`config.mk`:
```
export PLATFORM = sky130hd
export DESIGN_NAME = bus_arbiter
export DESIGN_NICKNAME = d
export VERILOG_FILES = /design/src/rtl/arb_pkg.sv /design/src/rtl/arb_inreg.sv /design/src/rtl/arb_prio.sv /design/src/rtl/arb_ctrl.sv /design/src/rtl/bus_arbiter.sv
export SDC_FILE = /design/constraint.sdc
export NUM_CORES = 1
export LEC_CHECK = 0
export BUFFER_PORTS_ARGS = -buffer_cell sky130_fd_sc_hd__buf_2
export CORE_MARGIN = 3
export CORE_UTILIZATION = 35
export CTS_CLUSTER_DIAMETER = 200
export DETAILED_ROUTE_END_ITERATION = 10
export SYNTH_ARGS = -nofsm -noshare
export SYNTH_HDL_FRONTEND = slang
export SYNTH_SLANG_ARGS = --single-unit
export TNS_END_PERCENT = 20
```
`constraint.sdc`:
```
create_clock -name clk -period 3.7 [get_ports clk]
set_input_delay 0.74 -clock clk [delete_from_list [all_inputs] [get_ports clk]]
set_output_delay 0.74 -clock clk [all_outputs]
set_load 0.01 [all_outputs]
```
`src/rtl/arb_pkg.sv`:
```
package arb_pkg;
  typedef enum logic [1:0] {
    ST_IDLE  = 2'd0,
    ST_OFFER = 2'd1,
    ST_HELD  = 2'd2
  } arb_state_t;
endpackage

```
`src/rtl/arb_inreg.sv`:
```
module arb_inreg #(
  parameter int W = 5
) (
  input  logic         clk,
  input  logic         rst,
  input  logic [W-1:0] d,
  output logic [W-1:0] q
);
  always_ff @(posedge clk) begin
    if (rst) q <= '0;
    else     q <= d;
  end
endmodule

```
`src/rtl/arb_prio.sv`:
```
module arb_prio #(
  parameter int N  = 5,
  parameter int IW = 3
) (
  input  logic [N-1:0]  req,
  output logic [N-1:0]  pick_oh,
  output logic [IW-1:0] pick_idx,
  output logic          pick_any
);
  logic [N:0] blocked;
  assign blocked[0] = 1'b0;

  for (genvar i = 0; i < N; i++) begin : g_chain
    assign pick_oh[i]    = req[i] & ~blocked[i];
    assign blocked[i+1]  = blocked[i] | req[i];
  end

  assign pick_any = blocked[N];

  always_comb begin
    pick_idx = '0;
    for (int i = N - 1; i >= 0; i--) begin
      if (req[i]) pick_idx = IW'(i);
    end
  end

  always_comb begin
    AST_PICK_ONEHOT: assert ($onehot0(pick_oh));
  end
endmodule

```
`src/rtl/arb_ctrl.sv`:
```
module arb_ctrl
  import arb_pkg::*;
#(
  parameter int N  = 5,
  parameter int IW = 3
) (
  input  logic          clk,
  input  logic          rst,
  input  logic [N-1:0]  req_q,
  input  logic [N-1:0]  ack_q,
  input  logic [N-1:0]  pick_oh,
  input  logic [IW-1:0] pick_idx,
  input  logic          pick_any,
  output logic [N-1:0]  gnt,
  output logic          host
);
  arb_state_t    st;
  logic [IW-1:0] own;

  always_ff @(posedge clk) begin
    if (rst) begin
      st   <= ST_IDLE;
      own  <= '0;
      gnt  <= '0;
      host <= 1'b1;
    end else begin
      unique case (st)
        ST_IDLE: begin
          if (pick_any) begin
            gnt  <= pick_oh;
            own  <= pick_idx;
            host <= 1'b0;
            st   <= ST_OFFER;
          end
        end
        ST_OFFER: begin
          if (ack_q[own]) begin
            st <= ST_HELD;
          end else if (!req_q[own]) begin
            gnt  <= '0;
            host <= 1'b1;
            st   <= ST_IDLE;
          end
        end
        ST_HELD: begin
          if (!ack_q[own]) begin
            if (pick_any) begin
              gnt <= pick_oh;
              own <= pick_idx;
              st  <= ST_OFFER;
            end else begin
              gnt  <= '0;
              host <= 1'b1;
              st   <= ST_IDLE;
            end
          end
        end
        default: begin
          gnt  <= '0;
          host <= 1'b1;
          st   <= ST_IDLE;
        end
      endcase
    end
  end

  AST_ONE_GRANT: assert property (@(posedge clk) disable iff (rst)
    $onehot0(gnt));
  AST_HOST_FLAG: assert property (@(posedge clk) disable iff (rst)
    host == (gnt == '0));
  AST_FIRST_PICK: assert property (@(posedge clk) disable iff (rst)
    (st == ST_IDLE && pick_any) |=> (gnt == $past(pick_oh)));
  AST_HELD_FROZEN: assert property (@(posedge clk) disable iff (rst)
    (st == ST_HELD && ack_q[own]) |=> $stable(gnt));
  AST_OFFER_WAIT: assert property (@(posedge clk) disable iff (rst)
    (st == ST_OFFER && req_q[own]) |=> $stable(gnt));
  AST_RELEASE_IDLE: assert property (@(posedge clk) disable iff (rst)
    (st == ST_HELD && !ack_q[own] && !pick_any) |=> (host && gnt == '0));
  AST_BACK_TO_BACK: assert property (@(posedge clk) disable iff (rst)
    (st == ST_HELD && !ack_q[own] && pick_any) |=> (!host && gnt == $past(pick_oh)));
  AST_ABANDON: assert property (@(posedge clk) disable iff (rst)
    (st == ST_OFFER && !ack_q[own] && !req_q[own]) |=> host);
endmodule

```
`src/rtl/bus_arbiter.sv`:
```
module bus_arbiter #(
  parameter int N_MASTERS = 5
) (
  input  logic                 clk,
  input  logic                 rst,
  input  logic [N_MASTERS-1:0] req_in,
  input  logic [N_MASTERS-1:0] ack_in,
  output logic [N_MASTERS-1:0] grant_out,
  output logic                 host_owns
);
  localparam int IW = (N_MASTERS > 1) ? $clog2(N_MASTERS) : 1;

  logic [N_MASTERS-1:0] req_q, ack_q, pick_oh;
  logic [IW-1:0]        pick_idx;
  logic                 pick_any;

  arb_inreg #(.W(N_MASTERS)) u_req_reg (.clk(clk), .rst(rst), .d(req_in), .q(req_q));
  arb_inreg #(.W(N_MASTERS)) u_ack_reg (.clk(clk), .rst(rst), .d(ack_in), .q(ack_q));

  arb_prio #(.N(N_MASTERS), .IW(IW)) u_prio (
    .req(req_q), .pick_oh(pick_oh), .pick_idx(pick_idx), .pick_any(pick_any)
  );

  arb_ctrl #(.N(N_MASTERS), .IW(IW)) u_ctrl (
    .clk(clk), .rst(rst), .req_q(req_q), .ack_q(ack_q),
    .pick_oh(pick_oh), .pick_idx(pick_idx), .pick_any(pick_any),
    .gnt(grant_out), .host(host_owns)
  );
endmodule

```
==> impl_summary.md <==
Flow run
The number of violations of the max-capacitance limit is 0.

CTS
The post-CTS setup repair buffer count is 0. Gates resized during post-CTS repair numbered 0. The root buffer cell is sky130_fd_sc_hd__clkbuf_4.

The clock passes through at most 2 buffers. For the worst-skew pair, the clock arrives at the later sink with an insertion delay of 0.29 ns. The CTS tree is done. Clock-pin slew was measured on the worst setup and hold paths at 0.11 ns. The number of clock buffers added by TritonCTS is 3. The number of hold buffers added after cts is 0.

For this design, the sink count on the clock tree is 21. The number of H-tree levels is 1.

Synthesis
The share of the Yosys chip area taken by registers is 0.462. The synthesized-area fraction occupied by ao, oa, aoi and oai cells is 0.162. The area fraction of the dominant cell type after synthesis is 0.462. Of the total synthesized cell area, the portion taken by AND, OR, NAND and NOR gates is 0.239. The post-synthesis instance area is 910 µm². Of the total synthesized cell area, the portion taken by XOR and XNOR cells is 0.00963. The flop and latch count out of synthesis is 21. The number of warnings printed during yosys synthesis is 0. The number of different library cells used by synthesis comes to 29. Synthesis handed over a netlist of 95 instances. The number of nets produced by synthesis is 107. The combinational family with the most area after synthesis is simple AND/OR/NAND/NOR gates. After synthesis, the mean cell area works out to 9.57 µm². The portion of synthesized area spent on multiplexers is 0.0990. The adder-cell share of the synthesized area is 0.

Sorting the synthesized cells by area gives the leading types as sky130_fd_sc_hd__dfxtp_1 (46%), sky130_fd_sc_hd__mux2i_1 (9.9%), sky130_fd_sc_hd__nor2b_1 (7.6%), sky130_fd_sc_hd__nand2_1 (3.7%), sky130_fd_sc_hd__a32oi_4 (3.0%). Of all cell types, the one taking the most synthesized area is sky130_fd_sc_hd__dfxtp_1.

Global route
The number of antenna violations at the first check in global routing is 0. For this run, the total global-route usage over all layers was measured as 0.113. The via count of the first global-routing pass is 718. After global routing the overflow that remains totals 0.

The first global-routing pass estimated 2.97 mm of wire. The largest net degree at the start of global routing is 18.

STA
Setup repair after global routing left no endpoint under its margin. The portion of the clock cycle consumed by the worst path in the final layout is 0.505. Headroom to the max-slew limit came out at 0.705. The final critical-path required period is 1.87 ns. The maximum achievable frequency is 0.535 GHz.

Between clock sinks in the finished design, the worst skew comes to 0.00288 ns. The hold violation count in the final report is 0. The number of max-slew violations in the final report came to 0. Setup violations remaining at the end of the flow were counted as 0. The setup TNS is 0 ns.

At the pin with the least slew margin, the transition time is 0.439 ns.

Die
In this run the horizontal extent of the chip is 57.0 µm. The die area is 3250 µm². The starting density of the core is 0.389.

18 I/O pins were placed. The vertical die dimension is 57.0 µm. The core footprint is 2340 µm². In this run the core area contains 17 standard-cell rows.

Setup path
Walking the worst path, the cells encountered are or4_4 > o21ai_4 > nand2b_2 > a32oi_4 > mux2i_1. The largest fanout of any net on the critical path is 7. Data arrives at the worst endpoint at 2.09 ns. The delay of the slowest critical-path stage is 0.57 ns. By startpoint and endpoint, the worst setup path is classified as reg -> reg. The worst setup path is captured at a register. For the worst setup path, the data required time is 3.92 ns. For this design, the slowest cell found on the critical path is sky130_fd_sc_hd__or4_4.

The worst setup path is launched from a register.

Placed design
Once detailed placement completed, the half-perimeter wirelength came to 1.27 mm. The routability-driven placement congestion ratio is 0.788. The number of port buffers is 17.

Layout
The utilization after layout is 0.444. The most common library cell in the layout ignoring fill and taps is sky130_fd_sc_hd__dfxtp_1. In the final layout, the share of cells above drive strength 1 is 0.223. Leaving out fill and tap cells, the most frequent cells in the layout are sky130_fd_sc_hd__dfxtp_1 (21), sky130_fd_sc_hd__buf_2 (17), sky130_fd_sc_hd__nor2b_1 (11), sky130_fd_sc_hd__nand2_1 (9), sky130_fd_sc_hd__mux2i_1 (9). The area growth from synthesis to layout is 14.2%. The net count of the finished layout is 125. The final-layout fill cell count is 255. The antenna diode count is 0.

Power and ir drop
The largest voltage drop on the vdd net is 0.187 mV. Dividing total power by cell area gives a power density of 416 nW/µm². The static leakage is 0.392 nW.

Detailed routing
In the routed layout, each cell is associated on average with a via count of 5.26. The total length of routed wires is 1.69 mm. The average routed wire per standard cell is 12.1 µm. The number of remaining DRC errors is 0.

The count of antenna-violating nets left after detailed routing is 0. The starting DRC count in detailed routing is 6. The overall via count from detail_route is 737.

The detailed-router iteration count before antenna repair is 4.

Hold path
The type of the most critical hold path is reg -> reg.

Run status
The run finished with clean final reports.
-- cells in the mapped netlist (all sizes together) --
cell type and n:
o21ai 8, buf 2, a21oi 3, nand3b 1, nor2 6, xnor2 1
or4 2, clkbuf 2, a31oi 1, o32ai 1, or4b 1, nand2 9
nand3 4, nand2b 2, a32oi 1, clkinv 1, dfxtp 21, inv 1
o211ai 2, mux2i 9, a311oi 1, nor4 1, nor2b 11, nor3 3
o21a 1
-- metrics by stage --
stage | hold slack, ns | total power [mW] | instance area [µm²] | worst slack, ns | std cells
final | 0.472 | 0.432 | 1040 | 1.83 | 140
after global routing | 0.490 | 0.458 | 1040 | 1.69 | 140
after CTS | 0.474 | 0.434 | 1040 | 1.83 | 140
after detailed placement | 0.458 | 0.333 | 1010 | 1.86 | 136
after global placement | 0.446 | 0.332 | 1010 | 1.89 | 136
after floorplan | 0.473 | 0.313 | 910 | 2.00 | 95
-- sequential cells by signal (all words and copies together), names as in the netlist --
name,count
u_req_reg.q,5
u_ctrl.host,1
u_ctrl.gnt,5
u_ctrl.own,3
u_ctrl.st,2
u_ack_reg.q,5
-- layer usage --
layer | GRT usage | share of wire | vias up
met4 | 0.0397 | 0.0083 | 0
li1 | - | - | 369
met5 | 0 | 0 | -
met3 | 0.0226 | 0.052 | 2
met2 | 0.184 | 0.48 | 17
met1 | 0.148 | 0.46 | 349
-- critical path: cells and delay by family (launching register included) --
kind            cells  cell delay (ns)
simple gates        2             0.66
flops               1             0.40
mux                 1             0.24
compound gates      2             0.50
-- final cells by class --
type	count	area, µm²	share of cell area
Tap cell	28	35.0	0.0337
Clock buffer	4	26.3	0.0253
Sequential cell	21	420	0.405
Timing Repair Buffer	17	85.1	0.0819
Multi-Input combinational cell	68	464	0.447
Inverter	2	7.51	0.00723
-- worst paths after layout --
check | from | to | slack, ns | depth (start not counted)
worst max-delay path | u_req_reg.q[0] | u_ctrl.gnt[2] | 1.83 | 5
worst min register to register | u_ctrl.gnt[4] | u_ctrl.gnt[4] | 0.47 | 2
worst max register to register | u_req_reg.q[0] | u_ctrl.gnt[2] | 1.83 | 5
worst min-delay path | u_ctrl.gnt[4] | u_ctrl.gnt[4] | 0.47 | 2
-- cells by family (layout without fill, tap and decap cells) --
group / after synthesis / in the layout
simple gates: 40 / 40
xor+xnor: 1 / 1
compound gates: 18 / 18
flops: 21 / 21
buf+inv: 6 / 23
mux: 9 / 9
-- where the power goes --
group | switching [mW] | leakage [nW] | internal (mW)
Clock | 0.0627 | 0.0150 | 0.0418
Combinational | 0.0375 | 0.204 | 0.0353
Sequential | 0.0152 | 0.173 | 0.240
Total | 0.116 | 0.392 | 0.317
(Power assumes the default switching activity.)
